**src/rtl/ccs_pkg.sv**
```systemverilog
package ccs_pkg;

  localparam int CCS_STAGES    = 8;
  localparam int CCS_CNT_W     = 6;
  localparam int CCS_SCORE_W   = 13;
  localparam int CCS_DLY_DEPTH = 16;
  localparam int CCS_DATA_W    = 8;
  localparam int CCS_ADDR_W    = 3;

  // control port address decode; addresses are fixed by the chain software
  typedef enum logic [2:0] {
    ADR_MASK    = 3'd0,
    ADR_CFG     = 3'd1,
    ADR_OFSA_HI = 3'd2,
    ADR_OFSA_LO = 3'd3,
    ADR_DLY     = 3'd4,
    ADR_OFSB_HI = 3'd5,
    ADR_OFSB_LO = 3'd6,
    ADR_RSVD    = 3'd7
  } ccs_addr_e;

  localparam int CFG_DUAL_BIT = 0;
  localparam int CFG_SELB_BIT = 1;

endpackage

```
**src/rtl/ccs_ctrl_regs.sv**
```systemverilog
module ccs_ctrl_regs
  import ccs_pkg::*;
#(
  parameter int SCORE_W = CCS_SCORE_W,
  parameter int DATA_W  = CCS_DATA_W,
  parameter int ADDR_W  = CCS_ADDR_W,
  parameter int TAP_W   = 4
) (
  input  logic               clk,
  input  logic               rst_n,
  input  logic [ADDR_W-1:0]  addr_i,
  input  logic [DATA_W-1:0]  data_i,
  input  logic               load_n_i,
  output logic               wr_stb_o,
  output logic [SCORE_W-1:0] ofs_a_o,
  output logic [SCORE_W-1:0] ofs_b_o,
  output logic [TAP_W-1:0]   dly_code_o,
  output logic               dual_o,
  output logic               sel_b_o
);

  localparam int LO_W = DATA_W;
  localparam int HI_W = SCORE_W - DATA_W;

  logic               load_n_q;
  logic [SCORE_W-1:0] ofs_a_q, ofs_a_nxt;
  logic [SCORE_W-1:0] ofs_b_q, ofs_b_nxt;
  logic [TAP_W-1:0]   dly_q, dly_nxt;
  logic               dual_q, dual_nxt;
  logic               selb_q, selb_nxt;
  logic               wr_stb;

  // strobe low in the previous cycle and high now: commit
  assign wr_stb = ~load_n_q & load_n_i;

  always_comb begin
    ofs_a_nxt = ofs_a_q;
    ofs_b_nxt = ofs_b_q;
    dly_nxt   = dly_q;
    dual_nxt  = dual_q;
    selb_nxt  = selb_q;
    if (wr_stb) begin
      case (addr_i)
        ADR_CFG: begin
          dual_nxt = data_i[CFG_DUAL_BIT];
          selb_nxt = data_i[CFG_SELB_BIT];
        end
        ADR_OFSA_HI: ofs_a_nxt = {data_i[HI_W-1:0], ofs_a_q[LO_W-1:0]};
        ADR_OFSA_LO: ofs_a_nxt = {ofs_a_q[SCORE_W-1:LO_W], data_i};
        ADR_DLY:     dly_nxt   = data_i[TAP_W-1:0];
        ADR_OFSB_HI: ofs_b_nxt = {data_i[HI_W-1:0], ofs_b_q[LO_W-1:0]};
        ADR_OFSB_LO: ofs_b_nxt = {ofs_b_q[SCORE_W-1:LO_W], data_i};
        default: ;
      endcase
    end
  end

  always_ff @(posedge clk or negedge rst_n) begin
    if (!rst_n) begin
      load_n_q <= 1'b1;
      ofs_a_q  <= '0;
      ofs_b_q  <= '0;
      dly_q    <= '0;
      dual_q   <= 1'b0;
      selb_q   <= 1'b0;
    end else begin
      load_n_q <= load_n_i;
      if (wr_stb) begin
        ofs_a_q <= ofs_a_nxt;
        ofs_b_q <= ofs_b_nxt;
        dly_q   <= dly_nxt;
        dual_q  <= dual_nxt;
        selb_q  <= selb_nxt;
      end
    end
  end

  assign wr_stb_o   = wr_stb;
  assign ofs_a_o    = ofs_a_q;
  assign ofs_b_o    = ofs_b_q;
  assign dly_code_o = dly_q;
  assign dual_o     = dual_q;
  assign sel_b_o    = selb_q;

endmodule

```
**src/rtl/ccs_weight_sum.sv**
```systemverilog
module ccs_weight_sum
  import ccs_pkg::*;
#(
  parameter int STAGES  = CCS_STAGES,
  parameter int CNT_W   = CCS_CNT_W,
  parameter int SCORE_W = CCS_SCORE_W
) (
  input  logic [STAGES*CNT_W-1:0] cnt_i,
  input  logic                    wide_i,
  input  logic [SCORE_W-1:0]      ofs_i,
  output logic [SCORE_W-1:0]      score_o
);

  logic [SCORE_W-1:0] wt [STAGES];

  // one weighting lane per stage; the shift amount is the stage index
  for (genvar g = 0; g < STAGES; g++) begin : g_lane
    logic [SCORE_W-1:0] ext;
    assign ext   = SCORE_W'(cnt_i[g*CNT_W +: CNT_W]);
    assign wt[g] = wide_i ? (ext << g) : ext;
  end

  always_comb begin
    logic [SCORE_W-1:0] acc;
    acc = ofs_i;
    for (int k = 0; k < STAGES; k++) begin
      acc = acc + wt[k];
    end
    score_o = acc;
  end

endmodule

```
**src/rtl/ccs_align_delay.sv**
```systemverilog
module ccs_align_delay
  import ccs_pkg::*;
#(
  parameter int WIDTH = CCS_SCORE_W,
  parameter int DEPTH = CCS_DLY_DEPTH,
  localparam int TAP_W = $clog2(DEPTH)
) (
  input  logic             clk,
  input  logic             rst_n,
  input  logic [WIDTH-1:0] din_i,
  input  logic [TAP_W-1:0] tap_i,
  output logic [WIDTH-1:0] dout_o
);

  logic [WIDTH-1:0] sr_q   [DEPTH];
  logic [WIDTH-1:0] sr_nxt [DEPTH];

  always_comb begin
    sr_nxt[0] = din_i;
    for (int i = 1; i < DEPTH; i++) begin
      sr_nxt[i] = sr_q[i-1];
    end
  end

  always_ff @(posedge clk or negedge rst_n) begin
    if (!rst_n) begin
      for (int i = 0; i < DEPTH; i++) sr_q[i] <= '0;
    end else begin
      for (int i = 0; i < DEPTH; i++) sr_q[i] <= sr_nxt[i];
    end
  end

  // tap 0 holds the score registered at the latest edge: one clock of delay
  assign dout_o = sr_q[tap_i];

endmodule

```
**src/rtl/cascade_score_combiner.sv**
```systemverilog
module cascade_score_combiner
  import ccs_pkg::*;
#(
  parameter int STAGES    = CCS_STAGES,
  parameter int CNT_W     = CCS_CNT_W,
  parameter int SCORE_W   = CCS_SCORE_W,
  parameter int DLY_DEPTH = CCS_DLY_DEPTH,
  parameter int DATA_W    = CCS_DATA_W,
  parameter int ADDR_W    = CCS_ADDR_W
) (
  input  logic                    clk,
  input  logic                    rst_n,
  input  logic [STAGES*CNT_W-1:0] stage_cnt_i,
  input  logic                    wide_mode_i,
  input  logic [SCORE_W-1:0]      cas_in_i,
  input  logic [ADDR_W-1:0]       cfg_addr_i,
  input  logic [DATA_W-1:0]       cfg_data_i,
  input  logic                    cfg_load_n_i,
  output logic [SCORE_W-1:0]      cas_out_o
);

  localparam int TAP_W = $clog2(DLY_DEPTH);

  logic [1:0]         rst_pipe;
  logic               rst_n_int;
  logic               wr_stb;
  logic [SCORE_W-1:0] ofs_a, ofs_b, ofs_sel;
  logic [TAP_W-1:0]   dly_code, tap_sel;
  logic               dual_en, sel_b;
  logic [SCORE_W-1:0] score_d, score_q;

  // asynchronous assertion, synchronous release
  always_ff @(posedge clk or negedge rst_n) begin
    if (!rst_n) rst_pipe <= '0;
    else        rst_pipe <= {rst_pipe[0], 1'b1};
  end
  assign rst_n_int = rst_pipe[1];

  ccs_ctrl_regs #(
    .SCORE_W (SCORE_W),
    .DATA_W  (DATA_W),
    .ADDR_W  (ADDR_W),
    .TAP_W   (TAP_W)
  ) u_ctrl (
    .clk        (clk),
    .rst_n      (rst_n_int),
    .addr_i     (cfg_addr_i),
    .data_i     (cfg_data_i),
    .load_n_i   (cfg_load_n_i),
    .wr_stb_o   (wr_stb),
    .ofs_a_o    (ofs_a),
    .ofs_b_o    (ofs_b),
    .dly_code_o (dly_code),
    .dual_o     (dual_en),
    .sel_b_o    (sel_b)
  );

  assign ofs_sel = (dual_en && sel_b) ? ofs_b : ofs_a;
  assign tap_sel = dual_en ? '0 : dly_code;

  ccs_weight_sum #(
    .STAGES  (STAGES),
    .CNT_W   (CNT_W),
    .SCORE_W (SCORE_W)
  ) u_wsum (
    .cnt_i   (stage_cnt_i),
    .wide_i  (wide_mode_i),
    .ofs_i   (ofs_sel),
    .score_o (score_d)
  );

  ccs_align_delay #(
    .WIDTH (SCORE_W),
    .DEPTH (DLY_DEPTH)
  ) u_dly (
    .clk    (clk),
    .rst_n  (rst_n_int),
    .din_i  (score_d),
    .tap_i  (tap_sel),
    .dout_o (score_q)
  );

  // chain adder: upstream partial score is not delayed
  assign cas_out_o = score_q + cas_in_i;

endmodule


```
**config.mk**
```make
export PLATFORM = sky130hd
export DESIGN_NAME = cascade_score_combiner
export DESIGN_NICKNAME = d
export VERILOG_FILES = /design/src/rtl/ccs_pkg.sv /design/src/rtl/ccs_ctrl_regs.sv /design/src/rtl/ccs_weight_sum.sv /design/src/rtl/ccs_align_delay.sv /design/src/rtl/cascade_score_combiner.sv
export SDC_FILE = /design/constraint.sdc
export NUM_CORES = 1
export LEC_CHECK = 0
export CAP_MARGIN = 20
export CORE_ASPECT_RATIO = 0.75
export CORE_MARGIN = 1.5
export CORE_UTILIZATION = 40
export DETAILED_ROUTE_END_ITERATION = 10
export HOLD_SLACK_MARGIN = 0.08
export PLACE_DENSITY = 0.66
export SETUP_SLACK_MARGIN = 0.05
export SKIP_LAST_GASP = 1
export SLEW_MARGIN = 20
export SYNTH_ARGS = -nofsm -noshare
export SYNTH_HDL_FRONTEND = slang
export SYNTH_SLANG_ARGS = --single-unit
```
**constraint.sdc**
```tcl
create_clock -name clk -period 11 [get_ports clk]
set_clock_uncertainty 0.15 [all_clocks]
set_input_delay 2.2 -clock clk [delete_from_list [all_inputs] [get_ports clk]]
set_output_delay 2.2 -clock clk [all_outputs]
set_load 0.005 [all_outputs]
```
==> impl_results.html, run 1 <==
<table>
<tr><th>Metric</th><th>Value</th></tr>
<tr><th colspan="2">Outcome</th></tr>
<tr><td>Result of the run</td><td>finished clean</td></tr>
<tr><th colspan="2">Worst setup path</th></tr>
<tr><td>WP data arrival</td><td>between 5 and 6 ns</td></tr>
<tr><td>Worst path top cell family by delay</td><td>compound AO/OA/AOI/OAI gates</td></tr>
<tr><td>Required @ worst endpoint</td><td>8.65 ns</td></tr>
<tr><td>Worst Setup Path Type</td><td>reg2out</td></tr>
<tr><td>Cells traversed along the worst timing path</td><td>buf_4 &gt; o21ba_2 &gt; o221ai_1 &gt; a21oi_1 &gt; nor3_1 &gt; a31oi_1 &gt; ha_1 &gt; o21a_1 &gt; o21ai_0 &gt; o21bai_1 &gt; a21oi_1 &gt; o22ai_1 &gt; xnor2_1 &gt; clkdlybuf4s50_1</td></tr>
<tr><td>Number of buffers and inverters on the critical path</td><td>2</td></tr>
<tr><td>CP endpoint kind</td><td>primary output</td></tr>
<tr><td>Worst-path cell with the longest stage delay</td><td>sky130_fd_sc_hd__dfrtp_2</td></tr>
<tr><td>Critical Path Start Type</td><td>register</td></tr>
<tr><td>Cell type with the highest occurrence count on the critical path</td><td>sky130_fd_sc_hd__a21oi_1</td></tr>
<tr><td>Highest fanout seen on the critical path</td><td>between 40 and 50</td></tr>
<tr><td>Maximum cell stage delay along the critical path</td><td>just under 1 ns</td></tr>
<tr><th colspan="2">Finish</th></tr>
<tr><td>Total area of multi-input combinational cells</td><td>roughly 5000 um2</td></tr>
<tr><td>Share of cells above drive strength 1</td><td>a little over a tenth</td></tr>
<tr><td>Storage element area</td><td>between 6000 and 7000 um2</td></tr>
<tr><td>Final core utilization</td><td>between 40% and 50%</td></tr>
<tr><td>Area delta synth-&gt;final</td><td>17.5%</td></tr>
<tr><td>Antenna Cells</td><td>0</td></tr>
<tr><td>Final net count</td><td>1141</td></tr>
<tr><td>Fill count</td><td>2493</td></tr>
<tr><th colspan="2">Timing</th></tr>
<tr><td>Peak clock frequency supported by timing</td><td>about 0.13 GHz</td></tr>
<tr><td>Final number of hold-violating endpoints</td><td>0</td></tr>
<tr><td>Setup repair after global routing missed its margin</td><td>no</td></tr>
<tr><td>Share of the clock period used by the worst path after layout</td><td>~70%</td></tr>
<tr><td>Headroom to the max-slew limit</td><td>a little under a third</td></tr>
<tr><td>Endpoints failing setup</td><td>0</td></tr>
<tr><td>Pin slew with the least headroom to its limit</td><td>about 1.0 ns</td></tr>
<tr><td>Sum of negative setup slack</td><td>0 ns</td></tr>
<tr><td>Time the worst path needs with I/O delays and setup</td><td>between 7 and 8 ns</td></tr>
<tr><td>Number of pins with negative max-slew slack in the final report</td><td>0</td></tr>
<tr><th colspan="2">Clock tree</th></tr>
<tr><td>Clock Tree Buf Depth</td><td>3</td></tr>
<tr><td>Number of H-tree levels</td><td>1</td></tr>
<tr><td># clock sinks</td><td>243</td></tr>
<tr><td>Clock latency on the worst-skew pair</td><td>between 0.5 and 0.6 ns</td></tr>
<tr><td>Resize count post-CTS</td><td>0</td></tr>
<tr><td># hold bufs at CTS</td><td>0</td></tr>
<tr><td>Number of buffers added by the clock tree synthesis step</td><td>25</td></tr>
<tr><td>Setup bufs post-CTS</td><td>0</td></tr>
<tr><td>Clock-pin transition on the worst setup and hold timing paths</td><td>approximately 0.060 ns</td></tr>
<tr><td>Clock tree from TritonCTS</td><td>yes</td></tr>
<tr><td>CTS root buffer</td><td>sky130_fd_sc_hd__clkbuf_16</td></tr>
<tr><th colspan="2">GRT</th></tr>
<tr><td>Global router's overall resource usage</td><td>roughly 17%</td></tr>
<tr><td>Global-route wire length before repair</td><td>just under 40000 um</td></tr>
<tr><td>Vias in the first global route</td><td>slightly above 7000</td></tr>
<tr><td>Largest net degree at the start of global routing</td><td>roughly 80</td></tr>
<tr><td>Overflow left after global routing</td><td>0</td></tr>
<tr><td>Initial antenna violation count</td><td>0</td></tr>
<tr><th colspan="2">Yosys</th></tr>
<tr><td>Cell with the most instances after synthesis</td><td>sky130_fd_sc_hd__dfrtp_1</td></tr>
<tr><td>Top area cells in the synthesized netlist</td><td>sky130_fd_sc_hd__dfrtp_1 (53%), sky130_fd_sc_hd__fa_1 (11%), sky130_fd_sc_hd__mux2i_1 (7.0%)</td></tr>
<tr><td>Area share of the leading cell type in the synthesized netlist</td><td>a little over half</td></tr>
<tr><td>Warnings from Yosys</td><td>0</td></tr>
<tr><td>Avg Inst Size Synth</td><td>13.0 um2</td></tr>
<tr><td>Post-synth design cell area</td><td>between 10000 and 15000 um2</td></tr>
<tr><td>Synth cell types</td><td>48</td></tr>
<tr><td>Proportion of synthesized flip-flops having asynchronous set or reset</td><td>100%</td></tr>
<tr><td>Cell type contributing the most total cell area after synthesis</td><td>sky130_fd_sc_hd__dfrtp_1</td></tr>
<tr><td>Net count of the mapped netlist</td><td>~1100</td></tr>
<tr><td>Most numerous cell types in the synthesized netlist</td><td>sky130_fd_sc_hd__dfrtp_1 (242), sky130_fd_sc_hd__mux2i_1 (80), sky130_fd_sc_hd__inv_1 (76)</td></tr>
<tr><td>Post-synth EDFFs</td><td>0</td></tr>
<tr><td>Ys flop type</td><td>sky130_fd_sc_hd__dfrtp_1</td></tr>
<tr><td>Post-Syn Instances</td><td>887</td></tr>
<tr><td>Post-synthesis sequential element count</td><td>~240</td></tr>
<tr><td>Register area share after synthesis</td><td>around 53%</td></tr>
<tr><th colspan="2">Worst hold path</th></tr>
<tr><td>Class of the tightest hold or removal check</td><td>reg2async</td></tr>
<tr><th colspan="2">Floorplanning</th></tr>
<tr><td>DIE HEIGHT</td><td>150 um</td></tr>
<tr><td>Std-Cell Core Area</td><td>between 20000 and 30000 um2</td></tr>
<tr><td>Initial core utilization</td><td>40.8%</td></tr>
<tr><td>Die footprint</td><td>~30000 um2</td></tr>
<tr><td>I/O pins</td><td>89</td></tr>
<tr><td>Core Rows</td><td>53</td></tr>
<tr><td>Width of the chip</td><td>199 um</td></tr>
<tr><th colspan="2">Route</th></tr>
<tr><td>Per-cell routed wire length</td><td>approximately 17 um</td></tr>
<tr><td>Vias per inst</td><td>between 4 and 5</td></tr>
<tr><td>Vias after detailed routing</td><td>around 6800</td></tr>
<tr><td>Number of nets with antenna violations after routing</td><td>0</td></tr>
<tr><td>DRC marker count from the first detailed-route iteration</td><td>~370</td></tr>
<tr><td>Total wire length after detailed routing</td><td>around 24000 um</td></tr>
<tr><td>Number of search-and-repair iterations in the first detailed-routing pass</td><td>4</td></tr>
<tr><td>Number of DRC violations after detailed routing</td><td>0</td></tr>
<tr><th colspan="2">Placement</th></tr>
<tr><td>IO buf count</td><td>88</td></tr>
<tr><td>Final RePlAce weighted congestion</td><td>about 0.8</td></tr>
<tr><td>DP Wirelength</td><td>about 17000 um</td></tr>
<tr><th colspan="2">Power and ir drop</th></tr>
<tr><td>Leakage dissipation</td><td>5.90 nW</td></tr>
<tr><td>Power per unit of standard cell area</td><td>295 nW/um2</td></tr>
<tr><td>VDD IR max</td><td>0.000122 V</td></tr>
<tr><th colspan="2">Flow run</th></tr>
<tr><td>Number of violations of the max-capacitance limit</td><td>0</td></tr>
</table>
==> power breakdown <==
| group | leakage (nW) | internal [mW] | switching, mW | total, mW |
|---|---|---|---|---|
| clock network | 0.373 | 0.454 | 0.326 | 0.780 |
| registers | 2.85 | 1.33 | 0.237 | 1.57 |
| logic | 2.68 | 0.791 | 0.850 | 1.64 |
==> metal layers <==
metal	global-route usage [%]	share of wire, %	vias to the layer above	routed length (um)
li1	-	-	3232	-
met1	25.3	50	3372	12000
met2	25.1	44	154	10500
met3	2.79	5.2	32	1260
met4	3.26	1.4	0	333
met5	0	0	-	0
==> kinds of logic after synthesis <==
logic type	after synthesis	share of synthesized area [%]
and+or+nand+nor	146	6.89
xor gates and xnor gates	25	1.90
DFF	243	52.8
other	1	0.0326
AOI/OAI and AO/OA	133	8.14
adders and majority gates	94	14.3
buffers and inverters	118	4.17
muxes	127	11.8
==> layout by cell type, fill, tap and decap left out, drive strengths merged, types with 3 or more instances in the layout <==
cell type,count
nand2,28
mux2i,80
o21a,4
mux2,45
inv,78
nor3b,11
and2,18
o22ai,14
buf,12
a31oi,12
a221oi,14
nand2b,18
nor2b,24
xor2,3
a21oi,23
xnor2,22
clkbuf,40
ha,32
o21ai,19
nor3,13
fa,62
a211oi,12
clkdlybuf4s50,87
nor2,21
nand3,6
dfrtp,242
o221ai,12
a221o,12
==> state kept, by name (all words and copies together) (netlist names) <==
signal / cells
rst_pipe: 2
u_ctrl.ofs_a_o: 13
u_ctrl.dual_o: 1
u_ctrl.sel_b_o: 1
u_ctrl.load_n_q: 1
u_ctrl.dly_code_o: 4
u_dly.sr_nxt: 195
u_ctrl.ofs_b_o: 13
u_dly.sr_q: 13
==> area by class of cell <==
| type | instances | area share [%] |
|---|---|---|
| sequential | 243 | 45.0 |
| clock inverter | 4 | 0.204 |
| clock buffer | 40 | 5.41 |
| inverter | 76 | 2.11 |
| multi-input combinational | 526 | 36.6 |
| tap | 385 | 3.56 |
| timing repair buffer | 99 | 7.09 |
==> worst register-to-register path: stages, from the launching register on <==
cell	delay [ns]
sky130_fd_sc_hd__dfrtp_1	0.49
sky130_fd_sc_hd__buf_4	0.31
sky130_fd_sc_hd__nand2_1	0.45
sky130_fd_sc_hd__mux2_2	0.46
sky130_fd_sc_hd__fa_1	0.54
sky130_fd_sc_hd__fa_1	0.44
sky130_fd_sc_hd__fa_1	0.50
sky130_fd_sc_hd__inv_1	0.05
sky130_fd_sc_hd__fa_1	0.42
sky130_fd_sc_hd__inv_1	0.07
sky130_fd_sc_hd__ha_1	0.15
sky130_fd_sc_hd__inv_1	0.06
sky130_fd_sc_hd__fa_1	0.45
sky130_fd_sc_hd__nor2b_1	0.11
sky130_fd_sc_hd__o21ai_0	0.12
sky130_fd_sc_hd__a21oi_1	0.21
sky130_fd_sc_hd__nor4_1	0.09
sky130_fd_sc_hd__o31ai_1	0.28
sky130_fd_sc_hd__xnor2_1	0.15
==> per-stage QoR <==
step | power [mW] | hold WS, ns | setup slack (ns) | instance area, um2 | instances
finish | 3.99 | 0.0997 | 3.29 | 13500 | 1373
global route | 4.31 | 0.143 | 2.98 | 13500 | 1373
CTS | 4.03 | 0.114 | 3.28 | 13500 | 1373
detailed placement | 3.23 | 0.107 | 3.69 | 12800 | 1329
global placement | 3.20 | 0.104 | 3.75 | 12800 | 1329
floorplan | 2.69 | 0.181 | 3.58 | 11500 | 887
==> path summary, 6_finish.rpt <==
check                                     to                 start  slack, ns  depth (start not counted)
max                            cas_out_o[12]  u_ctrl.dly_code_o[1]       3.29                         14
min                         u_dly.sr_nxt[12]           rst_pipe[1]        0.1                          0
max reg2reg                u_dly.sr_nxt[194]         u_ctrl.dual_o       5.41                         18
min reg2reg                 u_dly.sr_nxt[12]           rst_pipe[1]        0.1                          0
max in group asynchronous  u_dly.sr_nxt[121]           rst_pipe[1]       8.59                          2
min in group clk                 rst_pipe[1]           rst_pipe[0]       0.20                          0
(Power assumes the default switching activity.)
==> run 2: changes to the inputs <==
--- a/config.mk
+++ b/config.mk
@@ -11,7 +11,7 @@
 export CORE_UTILIZATION = 40
 export DETAILED_ROUTE_END_ITERATION = 10
 export HOLD_SLACK_MARGIN = 0.08
-export PLACE_DENSITY = 0.66
+export PLACE_DENSITY = 0.68
 export SETUP_SLACK_MARGIN = 0.05
 export SKIP_LAST_GASP = 1
 export SLEW_MARGIN = 20
==> constraint.sdc (replaced) <==
create_clock -name clk -period 6.2 [get_ports clk]
set_clock_uncertainty 0.15 [all_clocks]
set_input_delay 1.24 -clock clk [delete_from_list [all_inputs] [get_ports clk]]
set_output_delay 1.24 -clock clk [all_outputs]
set_load 0.005 [all_outputs]
==> impl_results.html, run 2 (same netlist as run 1, synthesis figures left out) <==
<table>
<tr><th>Metric</th><th>Value</th></tr>
<tr><th colspan="2">Finish</th></tr>
<tr><td>Final core utilization</td><td>about 50%</td></tr>
<tr><td>Final net count</td><td>between 1000 and 1500</td></tr>
<tr><td>Top library cells by usage in the layout, fill and taps aside</td><td>sky130_fd_sc_hd__dfrtp_1 (239), sky130_fd_sc_hd__clkdlybuf4s50_1 (87), sky130_fd_sc_hd__mux2i_1 (80)</td></tr>
<tr><td>Area delta synth-&gt;final</td><td>19.7%</td></tr>
<tr><td>Most common cell after layout, fill and taps aside</td><td>sky130_fd_sc_hd__dfrtp_1</td></tr>
<tr><td>Number of flip-flops in the largest register</td><td>between 150 and 200</td></tr>
<tr><td>Antenna Cells</td><td>0</td></tr>
<tr><td>Share of cells above drive strength 1</td><td>approximately an eighth</td></tr>
<tr><th colspan="2">Timing</th></tr>
<tr><td>Setup repair after global routing missed its margin</td><td>no</td></tr>
<tr><td>Headroom to the max-slew limit</td><td>between 40% and 50%</td></tr>
<tr><td>Pin slew with the least headroom to its limit</td><td>around 0.86 ns</td></tr>
<tr><td>Number of pins with negative max-slew slack in the final report</td><td>0</td></tr>
<tr><td>Share of the clock period used by the worst path after layout</td><td>between 90% and 100%</td></tr>
<tr><td>Final number of hold-violating endpoints</td><td>0</td></tr>
<tr><td>Peak clock frequency supported by timing</td><td>approximately 0.17 GHz</td></tr>
<tr><td>Endpoints failing setup</td><td>0</td></tr>
<tr><td>Sum of negative setup slack</td><td>0 ns</td></tr>
<tr><td>Time the worst path needs with I/O delays and setup</td><td>between 5 and 6 ns</td></tr>
<tr><th colspan="2">Worst setup path</th></tr>
<tr><td>CP endpoint kind</td><td>primary output</td></tr>
<tr><td>Required @ worst endpoint</td><td>roughly 4.8 ns</td></tr>
<tr><td>Source of the critical timing path</td><td>u_ctrl.dual_o</td></tr>
<tr><td>Register-to-register setup slack</td><td>roughly 0.99 ns</td></tr>
<tr><td>FF-to-FF Start</td><td>u_ctrl.dual_o</td></tr>
<tr><td>Cell depth of the worst flop-to-flop path</td><td>19</td></tr>
<tr><td>Critical Path Start Type</td><td>register</td></tr>
<tr><td>Highest fanout seen on the critical path</td><td>15</td></tr>
<tr><td>Worst Setup Path Type</td><td>reg2out</td></tr>
<tr><td>WP data arrival</td><td>about 4.5 ns</td></tr>
<tr><td>End of the worst register-to-register path</td><td>u_dly.sr_nxt[194]</td></tr>
<tr><th colspan="2">GRT</th></tr>
<tr><td>Largest net degree at the start of global routing</td><td>approximately 160</td></tr>
<tr><td>Vias in the first global route</td><td>~7400</td></tr>
<tr><td>Global-route wire length before repair</td><td>39900 um</td></tr>
<tr><td>Global router's overall resource usage</td><td>around 17%</td></tr>
<tr><td>Overflow left after global routing</td><td>0</td></tr>
<tr><td>Initial antenna violation count</td><td>0</td></tr>
<tr><th colspan="2">Power and ir drop</th></tr>
<tr><td>Power after layout</td><td>7.25 mW</td></tr>
<tr><td>Leakage dissipation</td><td>between 6 and 7 nW</td></tr>
<tr><td>Power per unit of standard cell area</td><td>about 530 nW/um2</td></tr>
<tr><td>VDD IR max</td><td>between 0.0002 and 0.0003 V</td></tr>
<tr><th colspan="2">Clock tree</th></tr>
<tr><td>Clock Tree Buf Depth</td><td>3</td></tr>
<tr><td>Clock-pin transition on the worst setup and hold timing paths</td><td>~0.07 ns</td></tr>
<tr><td># hold bufs at CTS</td><td>0</td></tr>
<tr><td>Clock latency on the worst-skew pair</td><td>approximately 0.51 ns</td></tr>
<tr><td>Clock tree from TritonCTS</td><td>yes</td></tr>
<tr><td>Number of buffers added by the clock tree synthesis step</td><td>24</td></tr>
<tr><td># clock sinks</td><td>between 200 and 250</td></tr>
<tr><td>Setup bufs post-CTS</td><td>0</td></tr>
<tr><td>CTS root buffer</td><td>sky130_fd_sc_hd__clkbuf_16</td></tr>
<tr><td>Number of H-tree levels</td><td>1</td></tr>
<tr><th colspan="2">Worst hold path</th></tr>
<tr><td>Class of the tightest hold or removal check</td><td>reg2async</td></tr>
<tr><th colspan="2">Floorplanning</th></tr>
<tr><td>DIE HEIGHT</td><td>around 150 um</td></tr>
<tr><td>Initial core utilization</td><td>40.8%</td></tr>
<tr><td>Std-Cell Core Area</td><td>28200 um2</td></tr>
<tr><td>I/O pins</td><td>between 80 and 90</td></tr>
<tr><td>Width of the chip</td><td>199 um</td></tr>
<tr><td>Die footprint</td><td>29800 um2</td></tr>
<tr><td>Core Rows</td><td>53</td></tr>
<tr><th colspan="2">Outcome</th></tr>
<tr><td>Result of the run</td><td>finished clean</td></tr>
<tr><th colspan="2">Route</th></tr>
<tr><td>Number of search-and-repair iterations in the first detailed-routing pass</td><td>6</td></tr>
<tr><td>DRC marker count from the first detailed-route iteration</td><td>about 370</td></tr>
<tr><td>Total wire length after detailed routing</td><td>approximately 25000 um</td></tr>
<tr><td>Vias after detailed routing</td><td>roughly 7000</td></tr>
<tr><td>Number of DRC violations after detailed routing</td><td>0</td></tr>
<tr><td>Vias per inst</td><td>5.00</td></tr>
<tr><td>Number of nets with antenna violations after routing</td><td>0</td></tr>
<tr><td>Per-cell routed wire length</td><td>~18 um</td></tr>
<tr><th colspan="2">Flow run</th></tr>
<tr><td>Number of violations of the max-capacitance limit</td><td>0</td></tr>
<tr><th colspan="2">Placement</th></tr>
<tr><td>IO buf count</td><td>roughly 90</td></tr>
<tr><td>DP Wirelength</td><td>18100 um</td></tr>
<tr><td>Final RePlAce weighted congestion</td><td>about 0.85</td></tr>
</table>
## run 2: cell count changes in the layout (fill, tap and decap cells not counted), moves of 2 or more
| cell | previous run | this run |
|---|---|---|
| sky130_fd_sc_hd__clkbuf_1 | 10 | 5 |
| sky130_fd_sc_hd__buf_4 | 11 | 20 |
| sky130_fd_sc_hd__buf_12 | 0 | 2 |
| sky130_fd_sc_hd__bufinv_16 | 0 | 3 |
| sky130_fd_sc_hd__buf_6 | 0 | 2 |
## run 2: worst max-delay path, cell delays in order, from the launching register on
cell	delay [ns]
sky130_fd_sc_hd__dfrtp_1	0.49
sky130_fd_sc_hd__o21ba_4	0.44
sky130_fd_sc_hd__buf_4	0.27
sky130_fd_sc_hd__o221ai_1	0.14
sky130_fd_sc_hd__a21oi_1	0.13
sky130_fd_sc_hd__nor3_1	0.06
sky130_fd_sc_hd__a31oi_1	0.30
sky130_fd_sc_hd__ha_1	0.33
sky130_fd_sc_hd__o21ai_0	0.29
sky130_fd_sc_hd__a21oi_1	0.13
sky130_fd_sc_hd__o21bai_1	0.22
sky130_fd_sc_hd__a21oi_1	0.12
sky130_fd_sc_hd__buf_4	0.17
sky130_fd_sc_hd__o22ai_1	0.19
sky130_fd_sc_hd__xnor2_1	0.16
sky130_fd_sc_hd__clkdlybuf4s50_1	0.53
## run 2: repair_timing
| item | CTS | global route |
|---|---|---|
| resized for setup | 0 | 5 |
| endpoints found under the hold margin | 0 | 0 |
| endpoints found under the setup margin | 0 | 3 |
## run 2: area by class of cell
type / count / area (um2)
Fill cell: 2471 / 14400
Clock buffer: 35 / 713
Inverter: 76 / 285
Sequential cell: 243 / 6090
Clock inverter: 8 / 125
Timing Repair Buffer: 113 / 1120
Multi-Input combinational cell: 526 / 4970
Tap cell: 385 / 482
## run 2: report_power, final
| group | leakage, nW | internal (mW) | switching, mW |
|---|---|---|---|
| Sequential | 2.85 | 2.36 | 0.406 |
| Clock | 0.409 | 0.924 | 0.597 |
| Combinational | 2.78 | 1.44 | 1.52 |
## run 2: metal layers
| metal | part of all wire [%] | vias to the layer above | global-route usage (%) |
|---|---|---|---|
| met2 | 46 | 164 | 27.4 |
| met3 | 4.3 | 34 | 2.95 |
| met1 | 48 | 3485 | 24.7 |
| li1 | - | 3249 | - |
| met4 | 1.9 | 0 | 3.56 |
| met5 | 0 | - | 0 |
## run 2: stage by stage
| step | instances | instance area [um2] | setup WS, ns | hold slack, ns |
|---|---|---|---|---|
| detailed placement | 1342 | 12900 | 0.249 | 0.190 |
| finish | 1386 | 13800 | 0.312 | 0.0844 |
| global placement | 1342 | 12900 | 0.339 | 0.186 |
| floorplan | 887 | 11500 | 0.351 | 0.181 |
| global route | 1386 | 13800 | 0.0582 | 0.117 |
| CTS | 1385 | 13700 | 0.0925 | 0.204 |
## run 2: how the worst max path moves through the flow
stage | to | cells past startpoint | slack [ns]
finish | cas_out_o[12] | 15 | 0.31
global route | cas_out_o[12] | 15 | 0.06
CTS | cas_out_o[11] | 14 | 0.09
detailed placement | u_dly.sr_nxt[194] | 18 | 0.25
global placement | u_dly.sr_nxt[193] | 15 | 0.34
floorplan | u_dly.sr_nxt[194] | 19 | 0.35
==> run 3: changes to the inputs <==
--- a/config.mk
+++ b/config.mk
@@ -9,6 +9,7 @@
 export CORE_ASPECT_RATIO = 0.75
 export CORE_MARGIN = 1.5
 export CORE_UTILIZATION = 40
+export CTS_CLUSTER_SIZE = 40
 export DETAILED_ROUTE_END_ITERATION = 10
 export HOLD_SLACK_MARGIN = 0.08
 export PLACE_DENSITY = 0.68
==> impl_results.html, run 3 (same netlist as run 1, synthesis figures left out) <==
<table>
<tr><th>Metric</th><th>Value</th></tr>
<tr><th colspan="2">Outcome</th></tr>
<tr><td>Result of the run</td><td>finished clean</td></tr>
<tr><th colspan="2">Floorplanning</th></tr>
<tr><td>Std-Cell Core Area</td><td>28200 um2</td></tr>
<tr><td>I/O pins</td><td>89</td></tr>
<tr><td>Initial core utilization</td><td>between 40% and 50%</td></tr>
<tr><td>Width of the chip</td><td>about 200 um</td></tr>
<tr><td>Core Rows</td><td>53</td></tr>
<tr><td>Die footprint</td><td>around 30000 um2</td></tr>
<tr><td>DIE HEIGHT</td><td>150 um</td></tr>
<tr><th colspan="2">GRT</th></tr>
<tr><td>Global router's overall resource usage</td><td>~17%</td></tr>
<tr><td>Overflow left after global routing</td><td>0</td></tr>
<tr><td>Largest net degree at the start of global routing</td><td>between 150 and 200</td></tr>
<tr><td>Initial antenna violation count</td><td>0</td></tr>
<tr><td>Vias in the first global route</td><td>approximately 7400</td></tr>
<tr><td>Global-route wire length before repair</td><td>around 40000 um</td></tr>
<tr><th colspan="2">Worst setup path</th></tr>
<tr><td>Required @ worst endpoint</td><td>4.81 ns</td></tr>
<tr><td>Worst path top cell family by delay</td><td>compound AO/OA/AOI/OAI gates</td></tr>
<tr><td>Worst Setup Path Type</td><td>reg2out</td></tr>
<tr><td>CP endpoint kind</td><td>primary output</td></tr>
<tr><td>Highest fanout seen on the critical path</td><td>15</td></tr>
<tr><td>Count of cell instances traversed by the critical path</td><td>15</td></tr>
<tr><td>Worst-path cell with the longest stage delay</td><td>sky130_fd_sc_hd__clkdlybuf4s50_1</td></tr>
<tr><td>Number of buffers and inverters on the critical path</td><td>3</td></tr>
<tr><td>Cell type with the highest occurrence count on the critical path</td><td>sky130_fd_sc_hd__a21oi_1</td></tr>
<tr><td>Maximum cell stage delay along the critical path</td><td>approximately 0.53 ns</td></tr>
<tr><td>Critical Path Start Type</td><td>register</td></tr>
<tr><td>Cell depth of the worst flop-to-flop path</td><td>19</td></tr>
<tr><td>Cells traversed along the worst timing path</td><td>o21ba_4 &gt; buf_4 &gt; o221ai_1 &gt; a21oi_1 &gt; nor3_1 &gt; a31oi_1 &gt; ha_1 &gt; o21ai_0 &gt; a21oi_1 &gt; o21bai_1 &gt; a21oi_1 &gt; buf_4 &gt; o22ai_1 &gt; xnor2_1 &gt; clkdlybuf4s50_1</td></tr>
<tr><td>WP data arrival</td><td>4.49 ns</td></tr>
<tr><th colspan="2">Timing</th></tr>
<tr><td>Setup repair after global routing missed its margin</td><td>no</td></tr>
<tr><td>Endpoints failing setup</td><td>0</td></tr>
<tr><td>Peak clock frequency supported by timing</td><td>roughly 0.17 GHz</td></tr>
<tr><td>Number of pins with negative max-slew slack in the final report</td><td>0</td></tr>
<tr><td>Pin slew with the least headroom to its limit</td><td>~0.90 ns</td></tr>
<tr><td>Final number of hold-violating endpoints</td><td>0</td></tr>
<tr><td>Hold Slack</td><td>0.0851 ns</td></tr>
<tr><td>Sum of negative setup slack</td><td>0 ns</td></tr>
<tr><td>Share of the clock period used by the worst path after layout</td><td>between 90% and 100%</td></tr>
<tr><td>Time the worst path needs with I/O delays and setup</td><td>~6 ns</td></tr>
<tr><td>Headroom to the max-slew limit</td><td>between 30% and 40%</td></tr>
<tr><th colspan="2">Clock tree</th></tr>
<tr><td>CTS root buffer</td><td>sky130_fd_sc_hd__clkbuf_16</td></tr>
<tr><td>Clock latency on the worst-skew pair</td><td>around 0.51 ns</td></tr>
<tr><td># hold bufs at CTS</td><td>0</td></tr>
<tr><td># clock sinks</td><td>between 200 and 250</td></tr>
<tr><td>Clock tree from TritonCTS</td><td>yes</td></tr>
<tr><td>Number of H-tree levels</td><td>1</td></tr>
<tr><td>Clock-pin transition on the worst setup and hold timing paths</td><td>around 0.070 ns</td></tr>
<tr><td>Clock Tree Buf Depth</td><td>3</td></tr>
<tr><td>Number of buffers added by the clock tree synthesis step</td><td>24</td></tr>
<tr><th colspan="2">Power and ir drop</th></tr>
<tr><td>Part of the total power dissipated in sequential elements</td><td>a little under two fifths</td></tr>
<tr><td>VDD IR max</td><td>0.000255 V</td></tr>
<tr><td>Power per unit of standard cell area</td><td>approximately 530 nW/um2</td></tr>
<tr><td>Part of the total power dissipated in the clock network</td><td>approximately a fifth</td></tr>
<tr><td>Sw frac</td><td>34.8%</td></tr>
<tr><td>Power spent charging and discharging nets</td><td>2.52 mW</td></tr>
<tr><td>Share of power burned in combinational logic</td><td>approximately two fifths</td></tr>
<tr><td>Leakage dissipation</td><td>6.03 nW</td></tr>
<tr><td>Internal power summed over all cells</td><td>4.73 mW</td></tr>
<tr><th colspan="2">Route</th></tr>
<tr><td>Number of search-and-repair iterations in the first detailed-routing pass</td><td>4</td></tr>
<tr><td>Total wire length after detailed routing</td><td>approximately 25000 um</td></tr>
<tr><td>Vias after detailed routing</td><td>6945</td></tr>
<tr><td>Met2 Routed Length</td><td>11400 um</td></tr>
<tr><td>WL met3</td><td>between 1000 and 1500 um</td></tr>
<tr><td>Routed met1 length</td><td>about 12000 um</td></tr>
<tr><td>Max layer used</td><td>met4</td></tr>
<tr><td>Number of nets with antenna violations after routing</td><td>0</td></tr>
<tr><td>Vias per inst</td><td>between 5 and 6</td></tr>
<tr><td>DRC marker count from the first detailed-route iteration</td><td>between 400 and 500</td></tr>
<tr><td>Per-cell routed wire length</td><td>17.9 um</td></tr>
<tr><td>Number of DRC violations after detailed routing</td><td>0</td></tr>
<tr><th colspan="2">Finish</th></tr>
<tr><td>Share of cells above drive strength 1</td><td>about an eighth</td></tr>
<tr><td>Most common cell after layout, fill and taps aside</td><td>sky130_fd_sc_hd__dfrtp_1</td></tr>
<tr><td>Fill count</td><td>2471</td></tr>
<tr><td>Final cell count without fillers</td><td>around 1400</td></tr>
<tr><td>Top library cells by usage in the layout, fill and taps aside</td><td>sky130_fd_sc_hd__dfrtp_1 (239), sky130_fd_sc_hd__clkdlybuf4s50_1 (87), sky130_fd_sc_hd__mux2i_1 (80)</td></tr>
<tr><td>Antenna Cells</td><td>0</td></tr>
<tr><td>Area delta synth-&gt;final</td><td>19.7%</td></tr>
<tr><td>Final net count</td><td>roughly 1200</td></tr>
<tr><td>Final design area excluding fillers</td><td>13800 um2</td></tr>
<tr><td>Total area of multi-input combinational cells</td><td>4970 um2</td></tr>
<tr><td>Number of flip-flops in the largest register</td><td>195</td></tr>
<tr><td>Storage element area</td><td>between 6000 and 7000 um2</td></tr>
<tr><th colspan="2">Placement</th></tr>
<tr><td>IO buf count</td><td>between 80 and 90</td></tr>
<tr><td>Final RePlAce weighted congestion</td><td>roughly 0.85</td></tr>
<tr><td>DP Wirelength</td><td>around 18000 um</td></tr>
<tr><td>Placed Area</td><td>~13000 um2</td></tr>
<tr><td>Instance count after placement with tap cells included</td><td>1342</td></tr>
<tr><th colspan="2">Flow run</th></tr>
<tr><td>Number of violations of the max-capacitance limit</td><td>0</td></tr>
<tr><th colspan="2">Worst hold path</th></tr>
<tr><td>Class of the tightest hold or removal check</td><td>reg2async</td></tr>
</table>
## run 3: cell counts in the layout (fill, tap and decap cells not counted)
No cell type changed its count.
## run 3: stage by stage
step           utilization [%]  total power [mW]  setup slack, ns
6_report                  48.9              7.25            0.323
5_1_grt                   48.9              7.84           0.0582
4_1_cts                   48.7              7.33           0.0925
3_5_place_dp              45.7              5.77            0.249
3_3_place_gp              45.7              5.67            0.339
2_1_floorplan                -              4.76            0.351
## run 3: path summary, 6_finish.rpt
| path | startpoint | to | slack, ns |
|---|---|---|---|
| setup / recovery | u_ctrl.dual_o | cas_out_o[12] | 0.32 |
| hold / removal | rst_pipe[1] | u_dly.sr_q[8] | 0.09 |
| setup reg to reg | u_ctrl.dual_o | u_dly.sr_nxt[194] | 0.99 |
| hold reg to reg | rst_pipe[1] | u_dly.sr_q[8] | 0.09 |
| max in group asynchronous | rst_pipe[1] | u_ctrl.dly_code_o[1] | 4.62 |
| min in group clk | rst_pipe[0] | rst_pipe[1] | 0.20 |
## run 3: worst register-to-register path, delay by kind of cell (launching register included)
kind,cells,cell delay [ns]
compound gates,3,0.57
flops,1,0.49
simple gates,3,0.27
xor+xnor,1,0.15
fa+ha+maj,6,2.49
mux,1,0.40
buf+inv,5,0.62
## run 3: layer usage
metal,vias to the layer above,global-route usage [%]
li1,3248,-
met1,3507,24.7
met2,157,27.4
met3,33,2.95
met4,0,3.56
met5,-,0
## run 3: cell type report
class	count	area share, %
clock buffer	35	5.18
timing repair buffer	113	8.10
tap	385	3.50
clock inverter	8	0.908
multi-input combinational	526	36.1
sequential	243	44.2
inverter	76	2.07
## run 3: power groups by stage
| stage | registers [mW] | clock network (mW) | logic (mW) |
|---|---|---|---|
| global placement | 2.74 | 0 | 2.93 |
| CTS | 2.78 | 1.56 | 2.99 |
| finish | 2.77 | 1.52 | 2.96 |
| floorplan | 2.66 | 0 | 2.10 |
| detailed placement | 2.80 | 0 | 2.98 |
| global route | 2.87 | 1.61 | 3.35 |
## run 3: repair_timing
item	4_1_cts	5_1_grt
setup endpoints to repair	0	3
resized for setup	0	5
buffers inserted	0	0
